## src/rtl/split_ram_guard_pkg.sv

```systemverilog
package split_ram_guard_pkg;

  // Data source chosen for a CPU read
  typedef enum logic [1:0] {
    SRC_OPEN = 2'd0,
    SRC_ZERO = 2'd1,
    SRC_RAM  = 2'd2
  } srcSel_e;

  // Strobes from the access decoder to the bus datapath
  typedef struct packed {
    logic    rdEn;
    logic    wrEn;
    srcSel_e src;
  } accessStb_t;

  // Register bit positions the decoder relies on
  localparam int MASTER_BIT  = 5;
  localparam int LO_RD_BIT   = 5;
  localparam int LO_WR_BIT   = 4;
  localparam int HI_RD_BIT   = 7;
  localparam int HI_WR_BIT   = 6;

endpackage

```

## src/rtl/ram_guard_ctrl.sv

```systemverilog
module ram_guard_ctrl
  import split_ram_guard_pkg::*;
#(
  parameter int ADDR_W     = 16,
  parameter int REG_W      = 8,
  parameter int RAM_BYTES  = 1024,
  parameter int WIN_BYTES  = 4096,
  parameter logic [ADDR_W-1:0] WIN_BASE = 16'h7000
) (
  input  logic                 clk,
  input  logic                 rstN,
  input  logic [ADDR_W-1:0]    cpuAddr,
  input  logic                 cpuRd,
  input  logic                 cpuWr,
  input  logic [REG_W-1:0]     idxReg,
  input  logic [REG_W-1:0]     ctlReg,
  output logic [$clog2(RAM_BYTES)-1:0] ramAddr,
  output accessStb_t           stb
);

  localparam int RAM_AW  = $clog2(RAM_BYTES);
  localparam int WIN_LSB = $clog2(WIN_BYTES);
  localparam int HALF_BIT = RAM_AW - 1;
  localparam int HALVES  = 2;

  logic inRegion;
  logic masterOn;
  logic halfSel;
  logic [HALVES-1:0] halfRd;
  logic [HALVES-1:0] halfWr;
  logic thisRd, thisWr, otherRd;

  assign inRegion = (cpuAddr[ADDR_W-1:WIN_LSB] == WIN_BASE[ADDR_W-1:WIN_LSB]);
  assign masterOn = idxReg[MASTER_BIT];
  assign halfSel  = cpuAddr[HALF_BIT];

  // Per-half permission bits: index 0 = lower half, 1 = upper half
  for (genvar h = 0; h < HALVES; h++) begin : g_half
    localparam int RD_POS = (h == 0) ? LO_RD_BIT : HI_RD_BIT;
    localparam int WR_POS = (h == 0) ? LO_WR_BIT : HI_WR_BIT;
    assign halfRd[h] = ctlReg[RD_POS];
    assign halfWr[h] = ctlReg[WR_POS];
  end

  assign thisRd  = halfRd[halfSel];
  assign thisWr  = halfWr[halfSel];
  assign otherRd = halfRd[~halfSel];

  always_comb begin
    stb.src  = SRC_OPEN;
    stb.rdEn = 1'b0;
    stb.wrEn = 1'b0;
    if (inRegion && masterOn) begin
      if (cpuRd) begin
        if (thisRd) begin
          stb.src  = SRC_RAM;
          stb.rdEn = 1'b1;
        end else if (otherRd) begin
          stb.src  = SRC_ZERO;
        end
      end
      if (cpuWr && thisRd && thisWr)
        stb.wrEn = 1'b1;
    end
  end

  assign ramAddr = (stb.rdEn || stb.wrEn) ? cpuAddr[RAM_AW-1:0] : '0;

  // Bits of the inputs this decoder does not look at
  logic unusedBits;
  assign unusedBits = ^{idxReg, ctlReg[LO_WR_BIT-1:0], cpuAddr[WIN_LSB-1:RAM_AW]};


  out_region_chk: assert property (@(posedge clk) disable iff (!rstN)
    (cpuAddr[ADDR_W-1:WIN_LSB] != WIN_BASE[ADDR_W-1:WIN_LSB]) |-> (!stb.rdEn && !stb.wrEn && stb.src == SRC_OPEN));


  master_off_chk: assert property (@(posedge clk) disable iff (!rstN)
    !idxReg[MASTER_BIT] |-> (stb.src == SRC_OPEN && !stb.wrEn));


  wr_gate_chk: assert property (@(posedge clk) disable iff (!rstN)
    stb.wrEn |-> (cpuWr && (cpuAddr[HALF_BIT] ? (ctlReg[HI_RD_BIT] && ctlReg[HI_WR_BIT])
                                              : (ctlReg[LO_RD_BIT] && ctlReg[LO_WR_BIT]))));


  rd_strobe_chk: assert property (@(posedge clk) disable iff (!rstN)
    stb.rdEn |-> (cpuRd && stb.src == SRC_RAM));

endmodule

```

## src/rtl/ram_guard_dp.sv

```systemverilog
module ram_guard_dp
  import split_ram_guard_pkg::*;
#(
  parameter int DATA_W = 8
) (
  input  logic              clk,
  input  logic              rstN,
  input  srcSel_e           srcIn,
  input  logic [DATA_W-1:0] ramRdData,
  output logic [DATA_W-1:0] busData,
  output logic              busDrive
);

  srcSel_e srcQ;

  always_ff @(posedge clk or negedge rstN) begin
    if (!rstN) srcQ <= SRC_OPEN;
    else       srcQ <= srcIn;
  end

  always_comb begin
    busDrive = 1'b0;
    busData  = '0;
    unique case (srcQ)
      SRC_RAM: begin
        busDrive = 1'b1;
        busData  = ramRdData;
      end
      SRC_ZERO: busDrive = 1'b1;
      default: ;
    endcase
  end


  zero_src_chk: assert property (@(posedge clk) disable iff (!rstN)
    (srcIn == SRC_ZERO) |=> (busDrive && busData == '0));


  open_src_chk: assert property (@(posedge clk) disable iff (!rstN)
    (srcIn == SRC_OPEN) |=> (!busDrive && busData == '0));


  ram_src_chk: assert property (@(posedge clk) disable iff (!rstN)
    (srcIn == SRC_RAM) |=> (busDrive && busData == ramRdData));

endmodule

```

## src/rtl/split_ram_guard.sv

```systemverilog
module split_ram_guard
  import split_ram_guard_pkg::*;
#(
  parameter int ADDR_W    = 16,
  parameter int DATA_W    = 8,
  parameter int REG_W     = 8,
  parameter int RAM_BYTES = 1024,
  parameter int WIN_BYTES = 4096,
  parameter logic [ADDR_W-1:0] WIN_BASE = 16'h7000,
  localparam int RAM_AW   = $clog2(RAM_BYTES)
) (
  input  logic              clk,
  input  logic              rstN,
  input  logic [ADDR_W-1:0] cpuAddr,
  input  logic              cpuRd,
  input  logic              cpuWr,
  input  logic [REG_W-1:0]  idxReg,
  input  logic [REG_W-1:0]  ctlReg,
  output logic [RAM_AW-1:0] ramAddr,
  output logic              ramRdEn,
  output logic              ramWrEn,
  input  logic [DATA_W-1:0] ramRdData,
  output logic [DATA_W-1:0] busData,
  output logic              busDrive
);

  accessStb_t stb;

  ram_guard_ctrl #(
    .ADDR_W(ADDR_W), .REG_W(REG_W), .RAM_BYTES(RAM_BYTES),
    .WIN_BYTES(WIN_BYTES), .WIN_BASE(WIN_BASE)
  ) ctrl_i (
    .clk(clk), .rstN(rstN), .cpuAddr(cpuAddr), .cpuRd(cpuRd), .cpuWr(cpuWr),
    .idxReg(idxReg), .ctlReg(ctlReg), .ramAddr(ramAddr), .stb(stb)
  );

  ram_guard_dp #(.DATA_W(DATA_W)) dp_i (
    .clk(clk), .rstN(rstN), .srcIn(stb.src), .ramRdData(ramRdData),
    .busData(busData), .busDrive(busDrive)
  );

  assign ramRdEn = stb.rdEn;
  assign ramWrEn = stb.wrEn;

endmodule

```

## config.mk

```make
export PLATFORM = sky130hd
export DESIGN_NAME = split_ram_guard
export DESIGN_NICKNAME = d
export VERILOG_FILES = /design/src/rtl/split_ram_guard_pkg.sv /design/src/rtl/ram_guard_ctrl.sv /design/src/rtl/ram_guard_dp.sv /design/src/rtl/split_ram_guard.sv
export SDC_FILE = /design/constraint.sdc
export NUM_CORES = 1
export LEC_CHECK = 0
export BUFFER_PORTS_ARGS = -buffer_cell sky130_fd_sc_hd__buf_2
export CAP_MARGIN = 20
export CORE_MARGIN = 1
export CORE_UTILIZATION = 23
export DETAILED_ROUTE_END_ITERATION = 8
export MAX_ROUTING_LAYER = met4
export PLACE_DENSITY = 0.85
export SYNTH_ARGS = -nofsm -noshare
export SYNTH_HDL_FRONTEND = slang
export SYNTH_SLANG_ARGS = --single-unit
```

## constraint.sdc

```tcl
create_clock -name clk -period 1.5 [get_ports clk]
set_input_delay 0.225 -clock clk [delete_from_list [all_inputs] [get_ports clk]]
set_output_delay 0.225 -clock clk [all_outputs]
set_load 0.005 [all_outputs]
```

==> results of run 1 <==
## cells in the mapped netlist
library cell,number
and4_2,1
a221oi_4,1
and3b_2,1
nor3b_1,11
nand2_1,1
clkbuf_1,1
nor2b_1,1
ha_1,1
and2_1,9
nand4_1,1
dfrtp_1,2
nor2_1,3
o21ai_0,1
and2b_2,1
a21oi_1,1
mux2_4,1
inv_1,2
## metal layers
| layer | routed length [microns] | up-vias |
|---|---|---|
| li1 | - | 258 |
| met1 | 414 | 218 |
| met2 | 588 | 32 |
| met3 | 96 | 0 |
| met4 | 0 | 0 |
| met5 | 0 | - |
## area by class of cell
| type | count | area [sq um] | area share [%] |
|---|---|---|---|
| repair buffers | 57 | 320 | 46.9 |
| flip-flops and latches | 2 | 50.0 | 7.33 |
| inverters | 2 | 7.51 | 1.10 |
| well taps | 15 | 18.8 | 2.75 |
| multi-input cells | 34 | 264 | 38.6 |
| clock buffers | 3 | 22.5 | 3.30 |
## kinds of logic (layout without fill, tap and decap cells)
group,after synthesis,count (layout),share of synthesized area [%]
AO/OA/AOI/OAI,3,3,11.3
adder cells (fa/ha/maj),1,1,3.91
buffers and inverters,3,62,3.52
flip-flops,2,2,15.6
multiplexers,1,1,4.69
AND/OR/NAND/NOR,29,29,60.9
## power by group
group / leakage [nW] / internal, W / switching [W]
logic: 0.359 / 0.0000642 / 0.0000360
clock network: 0.0138 / 0.0000882 / 0.0000305
registers: 0.0279 / 0.0000546 / 0.0000000760
total: 0.401 / 0.000207 / 0.0000665
## worst max path at each step
stage / cells after the start / from / slack, ns / end
after CTS: 6 / cpuAddr[9] / -0.01 / ramAddr[8]
after floorplan: 3 / cpuAddr[9] / 0.22 / ramAddr[0]
final: 6 / cpuAddr[9] / 0.0005 / ramAddr[0]
after global placement: 6 / cpuAddr[9] / -0.04 / ramAddr[5]
after global routing: 6 / cpuAddr[9] / -0.05 / ramAddr[5]
after detailed placement: 6 / cpuAddr[9] / -0.06 / ramAddr[8]
## per-stage QoR
step / setup WS, ns / TNS (ns) / instances / area, sq um / utilization (%)
floorplan: 0.220 / 0 / 39 / 320 / -
global placement: -0.0397 / -0.372 / 108 / 621 / 47.7
detailed placement: -0.0564 / -0.533 / 108 / 621 / 47.7
CTS: -0.0129 / -0.114 / 113 / 674 / 51.8
global route: -0.0473 / -0.357 / 113 / 683 / 52.5
finish: 0.000509 / 0 / 113 / 683 / 52.5
## what timing repair did
item	4_1_cts	5_1_grt
pin swaps	1	1
gates cloned	1	0
endpoints found under the hold margin	2	0
gates resized for setup	5	2
endpoints found under the setup margin	10	10
hold buffers	1	0
==> impl_metrics.toml, run 1 <==
[grt]
met1_usage_pct = 14.7
grtUsageTotal_pct = 14.9
grt_pass1_vias = 388
met2_usage_pct = 25.8
grt_max_degree = 10
antenna_found_initial = 0
grt_busiest_layer = "met2"
gr-total-overflow = 0
gr-usage-met3_pct = 5.11
grt_pass1_wl_microns = 1480

[placement]
gp_congestion = 0.651
dp_hpwl_microns = 871
port_buffers = 51

[floorplan]
die_w_microns = 39.3
coreArea_sq_mm = 0.00130
row_count = 13
initial_core_util_pct = 24.6
die-area_sq_mm = 0.00155
fp.dieH_microns = 39.3
ios = 65

[critical_path]
critical_path_class = "in -> out"
arrival_ns = 1.27
crit_path_start_kind = "input pin"
cpPeakStageDelay_ns = 0.31
required_ns = 1.27
path_delay_family = "buffers and inverters"
path_cells = "buf_8, mux2_4, a221oi_4, buf_6, nor3b_1, buf_2"
critPathMaxFanout = 5
endpoint_kind = "output port"
crit_buf_inv = 3
slowest_stage = "mux2_4"

[finish]
layout_commonest_cell = "buf_2"
largest_reg_flops = 2
nFillCells = 137
layout_common_cells = "50 x buf_2, 10 x nor3b_1, 9 x and2_1"
nets = 145
area_delta_synth_final_pct = 113
diodes = 0
final_layout_size_suffix_gt1_share_pct = 66.3
top_regs = "dp_i.srcQ x2"
top_register = "dp_i.srcQ"

[power]
power_w = 0.000274
p_leak_nw = 0.401
p_per_area_mw_per_mm2 = 400
vdd_drop_max_mv = 0.260

[timing]
finalSetupViolations = 0
max_slew_margin_pct = 82.9
final_hold_viol_count = 0
finalMaxSlewViolations = 0
rsz0062_at_grt = "true"
max_freq_ghz = 0.667
finalCriticalPeriod_ns = 1.50
tightest_slew_ns = 0.257
hold_ws_ns = 0.266
fin_crit_sh_pct = 100

[clock_tree]
root_buffer = "clkbuf_4"
cts_sinks = 2
cts_tree = "yes"
cts_buffer_depth = 2
htreeDepth = 1
postCtsSetupRepairBufs = 0
cts_inserted_buffers = 3
clkTransAtPathRegs_ns = 0.03

[detailed_routing]
first_pass_iters = 4
drc_errors = 0
final_antenna_net_count = 0
wl_per_cell_microns = 9.73
viasPerCell = 4.50
drt_iter0_drc = 6
routed_wl_microns = 1100
vias = 508

[hold_path]
hold-path-cell-count = 3
hp-class = "in -> reg"
min_from = "cpuRd"
timing.hold.worst_endpoint = "dp_i.srcQ[1]"

[logic_synthesis]
synth_seq_cells = 2
ys_types = 17
avgSynthCellArea_sq_um = 8.21
synthCells = 39
synthesis.area_sq_um = 320
synth_largest_area_cell = "nor3b_1"
synth-seq-area-share_pct = 15.6
yosysWarnings = 0
synthTopCellsByArea = "nor3b_1 26%, and2_1 18%, dfrtp_1 16%, a221oi_4 8.2%, mux2_4 4.7%"
synth.top_cell.area_share_pct = 25.8
syn-num-nets = 84

[job]
maxCapViolations = 0

[status]
status = "finished, final reports clean"
Note: power is estimated with default switching activity, not from simulation.
==> run 2, diff against run 1 <==
CORE_AREA = 2 2 39 41   (was default)
CORE_MARGIN = default   (was 1)
CORE_UTILIZATION = default   (was 23)
DIE_AREA = 0 0 41 43   (was default)
PLACE_DENSITY = 0.88   (was 0.85)
clock period = 1.85 ns   (was 1.5 ns; I/O delays follow)
==> run 2 against run 1 <==
Net effect:
- sequential power fell by 19%
- via count is 4.7% lower
- core utilization decreased by 6.3 points
- hold slack improved by 0.058 ns
- power down 25%
- critical endpoint is now ramAddr[7]
- clock power decreased by 23%
- global-route usage fell by 2.2 points
- combinational power is 30% lower
- highest routed layer is now met4
- non-clock buffer count fell by 3
- final cell count is 1.8% lower
- first-iteration DRC count is 67% lower
- count of clock-buffer cells in the layout unchanged
==> impl_metrics.toml, run 2 (synthesis gave the netlist of run 1 again) <==
[critical_path]
critPathMaxFanout = 10
crit_path_start_kind = "input pin"
arrival_ns = 1.37
endpoint_kind = "output port"
required_ns = 1.57
critical_path_class = "in -> out"

[timing]
hold_ws_ns = 0.324
rsz0062_at_grt = "false"
finalMaxSlewViolations = 0
finalSetupViolations = 0
tightest_slew_ns = 0.195
max_slew_margin_pct = 87.0
finalCriticalPeriod_ns = 1.65
fin_tns_setup_ns = 0
max_freq_ghz = 0.606
fin_crit_sh_pct = 89.1
fin_ws_ns = 0.201
final_hold_viol_count = 0

[grt]
grt_pass1_vias = 400
grt_max_degree = 14
grtUsageTotal_pct = 12.7
gr-total-overflow = 0
antenna_found_initial = 0
grt_pass1_wl_microns = 1450

[floorplan]
coreArea_sq_mm = 0.00138
row_count = 14
ios = 65
die_w_microns = 41
die-area_sq_mm = 0.00176
fp.dieH_microns = 43
initial_core_util_pct = 23.1

[hold_path]
hp-class = "in -> reg"

[clock_tree]
clkTransAtPathRegs_ns = 0.03
cts_sinks = 2
htreeDepth = 1
cts_tree = "yes"
cts.repair.resized = 0
cts_inserted_buffers = 3
cts_buffer_depth = 2
root_buffer = "clkbuf_4"

[status]
status = "finished, final reports clean"

[finish]
final_layout_size_suffix_gt1_share_pct = 64.2
nets = 142
top_regs = "dp_i.srcQ x2"
final_core_util_pct = 46.2
area_delta_synth_final_pct = 99.6
layout_common_cells = "51 x buf_2, 11 x nor3b_1, 9 x and2_1, 3 x nor2_1, 3 x clkbuf_4"
diodes = 0
top_register = "dp_i.srcQ"
layout_commonest_cell = "buf_2"
largest_reg_flops = 2
stdcell_area_sq_um = 639

[placement]
gp_congestion = 0.625
port_buffers = 51
placedInstanceArea_sq_um = 599
post-place-ws_ns = 0.0895

[job]
maxCapViolations = 0

[detailed_routing]
first_pass_iters = 3
routed_wl_microns = 1070
wl_per_cell_microns = 9.61
vias = 484
final_antenna_net_count = 0
drt_iter0_drc = 2
drc_errors = 0
viasPerCell = 4.36

[power]
p_leak_nw = 0.380
p_per_area_mw_per_mm2 = 322
vdd_drop_max_mv = 0.141
run 2: path summary, 6_finish.rpt:
check	start	end	slack, ns	cells past startpoint
max	cpuAddr[9]	ramAddr[7]	0.20	6
min	cpuRd	dp_i.srcQ[1]	0.32	3
max in group asynchronous	rstN	dp_i.srcQ[1]	1.38	2
min in group asynchronous	rstN	dp_i.srcQ[0]	0.38	2
run 2: timing repair:
action / CTS / global route
buffers inserted: 0 / 1
setup endpoints to repair: 0 / 1
endpoints found under the hold margin: 2 / 0
hold buffers: 1 / 0
run 2: worst max-delay path, stage by stage:
cell      delay [ns]
buf_2           0.13
mux2_4          0.32
a221oi_4        0.25
buf_4           0.20
nor3b_1         0.07
buf_2           0.12
run 2: layout make-up:
type / count / area, sq um
clock buffers: 3 / 22.5
fillers: 141 / 744
inverters: 2 / 7.51
multi-input cells: 34 / 259
flip-flops and latches: 2 / 50.0
well taps: 16 / 20.0
repair buffers: 54 / 280
run 2: report_power, final:
group	total (W)	switching (W)	internal [W]
registers	0.0000444	0.0000000487	0.0000443
clock network	0.0000919	0.0000207	0.0000712
logic	0.0000697	0.0000265	0.0000432
run 2: metrics by stage:
stage,power (W),std cells
final,0.000206,111
after global routing,0.000223,111
after CTS,0.000209,110
after detailed placement,0.000110,106
after global placement,0.000108,106
after floorplan,0.0000722,39
run 2: routing by layer:
| metal | vias to the layer above | part of all wire [%] | GRT usage, % |
|---|---|---|---|
| met1 | 198 | 36 | 11.2 |
| met3 | 2 | 12 | 0.524 |
| met2 | 35 | 50 | 21.9 |
| li1 | 249 | - | - |
| met4 | 0 | 1.8 | 12.0 |
| met5 | - | 0 | - |
==> run 3, diff against run 2 <==
BUFFER_PORTS_ARGS = default   (was -buffer_cell sky130_fd_sc_hd__buf_2)
DONT_BUFFER_PORTS = 1   (was default)
PLACE_DENSITY = 0.46   (was 0.88)
==> run 3 against run 2 <==
Net effect:
- critical path depth decreased by 3
- sequential share of layout area grew 5.5 points
- fmax is 12% higher
- power decreased by 17%
- worst setup slack better by 0.18 ns
- first-iteration DRC count grew 100%
- core utilization shrank 19 points
- clock power is 1% higher
- non-clock buffer count down 52
- count of clock-buffer cells in the layout stayed put
- final cell count fell by 47%
- routed wire length is 34% lower
==> impl_metrics.toml, run 3 (synthesis gave the netlist of run 1 again) <==
[status]
status = "finished, final reports clean"

[floorplan]
die_w_microns = 41
fp.dieH_microns = 43
initial_core_util_pct = 23.1
die-area_sq_mm = 0.00176
ios = 65
coreArea_sq_mm = 0.00138
row_count = 14

[finish]
area_delta_synth_final_pct = 17.6
final_layout_size_suffix_gt1_share_pct = 20.9
stdcell_area_sq_um = 377
layout_common_cells = "11 x nor3b_1, 9 x and2_1, 3 x nor2_1, 3 x clkbuf_4"
top_regs = "dp_i.srcQ x2"
layout_commonest_cell = "nor3b_1"
top_register = "dp_i.srcQ"
nets = 90
diodes = 0
largest_reg_flops = 2
fin_cells = 59

[power]
p_switching_w = 0.0000364
switching_share_pct = 21.4
pwr-share-seq_pct = 26.1
vdd_drop_max_mv = 0.170
p_leak_nw = 0.140
pwr-share-clk_pct = 54.8
comb_power_share_pct = 19.1
internal_power_w = 0.000134
p_per_area_mw_per_mm2 = 452

[placement]
dp_hpwl_microns = 586
port_buffers = 0
gp_congestion = 0.613
placedInstanceArea_sq_um = 344
place_inst = 55

[clock_tree]
htreeDepth = 1
cts.repair.resized = 0
cts_sinks = 2
cts_tree = "yes"
cts_buffer_depth = 2
postCtsSetupRepairBufs = 0
root_buffer = "clkbuf_4"
cts_inserted_buffers = 3
clkTransAtPathRegs_ns = 0.03

[critical_path]
arrival_ns = 1.19
critPathMaxFanout = 10
critical_path_class = "in -> out"
endpoint_kind = "output port"
crit_path_start_kind = "input pin"
required_ns = 1.57

[hold_path]
min_from = "cpuRd"
hold-path-cell-count = 2
hp-class = "in -> reg"
timing.hold.worst_endpoint = "dp_i.srcQ[0]"

[timing]
tightest_slew_ns = 0.455
finalSetupViolations = 0
finalCriticalPeriod_ns = 1.47
max_freq_ghz = 0.681
rsz0062_at_grt = "false"
fin_tns_setup_ns = 0
final_hold_viol_count = 0
fin_crit_sh_pct = 79.4
finalMaxSlewViolations = 0
max_slew_margin_pct = 69.7
hold_ws_ns = 0.193

[detailed_routing]
wl_per_cell_microns = 11.9
first_pass_iters = 2
final_antenna_net_count = 0
viasPerCell = 5.29
drt_iter0_drc = 4
routed_wl_microns = 701
drc_errors = 0
vias = 312

[grt]
grt_pass1_vias = 236
grt_pass1_wl_microns = 862
antenna_found_initial = 0
grtUsageTotal_pct = 7.41
grt_max_degree = 14
gr-total-overflow = 0

[job]
maxCapViolations = 0
## run 3: cell count changes in the layout (fill, tap and decap cells not counted), sizes merged
cell,previous run,this run
buf,53,1
## run 3: what timing repair did
action	in CTS	in global routing
endpoints found under the hold margin	2	0
endpoints found under the setup margin	0	0
hold buffers	1	0
## run 3: area by class of cell
cell class / count / area [sq um]
clock buffer: 3 / 22.5
fill: 151 / 1010
inverter: 2 / 7.51
multi-input combinational: 34 / 259
sequential: 2 / 50.0
tap: 16 / 20.0
timing repair buffer: 2 / 17.5
## run 3: how the worst max path moves through the flow
stage / start / endpoint / cells past startpoint
after floorplan: cpuAddr[9] / ramAddr[0] / 3
after global routing: cpuAddr[9] / ramAddr[1] / 3
after global placement: cpuAddr[9] / ramAddr[9] / 3
after CTS: cpuAddr[9] / ramAddr[6] / 3
after detailed placement: cpuAddr[9] / ramAddr[6] / 3
final: cpuAddr[9] / ramAddr[9] / 3
## run 3: critical path, cell delays in order
cell and delay (ns):
mux2_4 0.30, a221oi_4 0.48, nor3b_1 0.14
## run 3: power by group through the flow
stage          clock network [W]   logic, W  registers, W
3_5_place_dp                   0  0.0000307     0.0000448
5_1_grt                 0.000104  0.0000355     0.0000444
2_1_floorplan                  0  0.0000274     0.0000448
4_1_cts                0.0000989  0.0000329     0.0000443
3_3_place_gp                   0  0.0000306     0.0000448
6_report               0.0000932  0.0000325     0.0000443
## run 3: metal layers
| layer | global-route usage [%] | vias to the layer above | share of wire [%] |
|---|---|---|---|
| li1 | - | 145 | - |
| met1 | 9.00 | 132 | 33 |
| met2 | 9.69 | 35 | 48 |
| met3 | 2.09 | 0 | 19 |
| met4 | 6.00 | 0 | 0 |
| met5 | - | - | 0 |
## run 3: per-stage QoR
stage / total power (W) / utilization [%] / worst slack (ns)
finish: 0.000170 / 27.2 / 0.381
global route: 0.000183 / 27.2 / 0.313
CTS: 0.000176 / 27.2 / 0.374
detailed placement: 0.0000755 / 24.9 / 0.374
global placement: 0.0000754 / 24.9 / 0.381
floorplan: 0.0000722 / - / 0.465
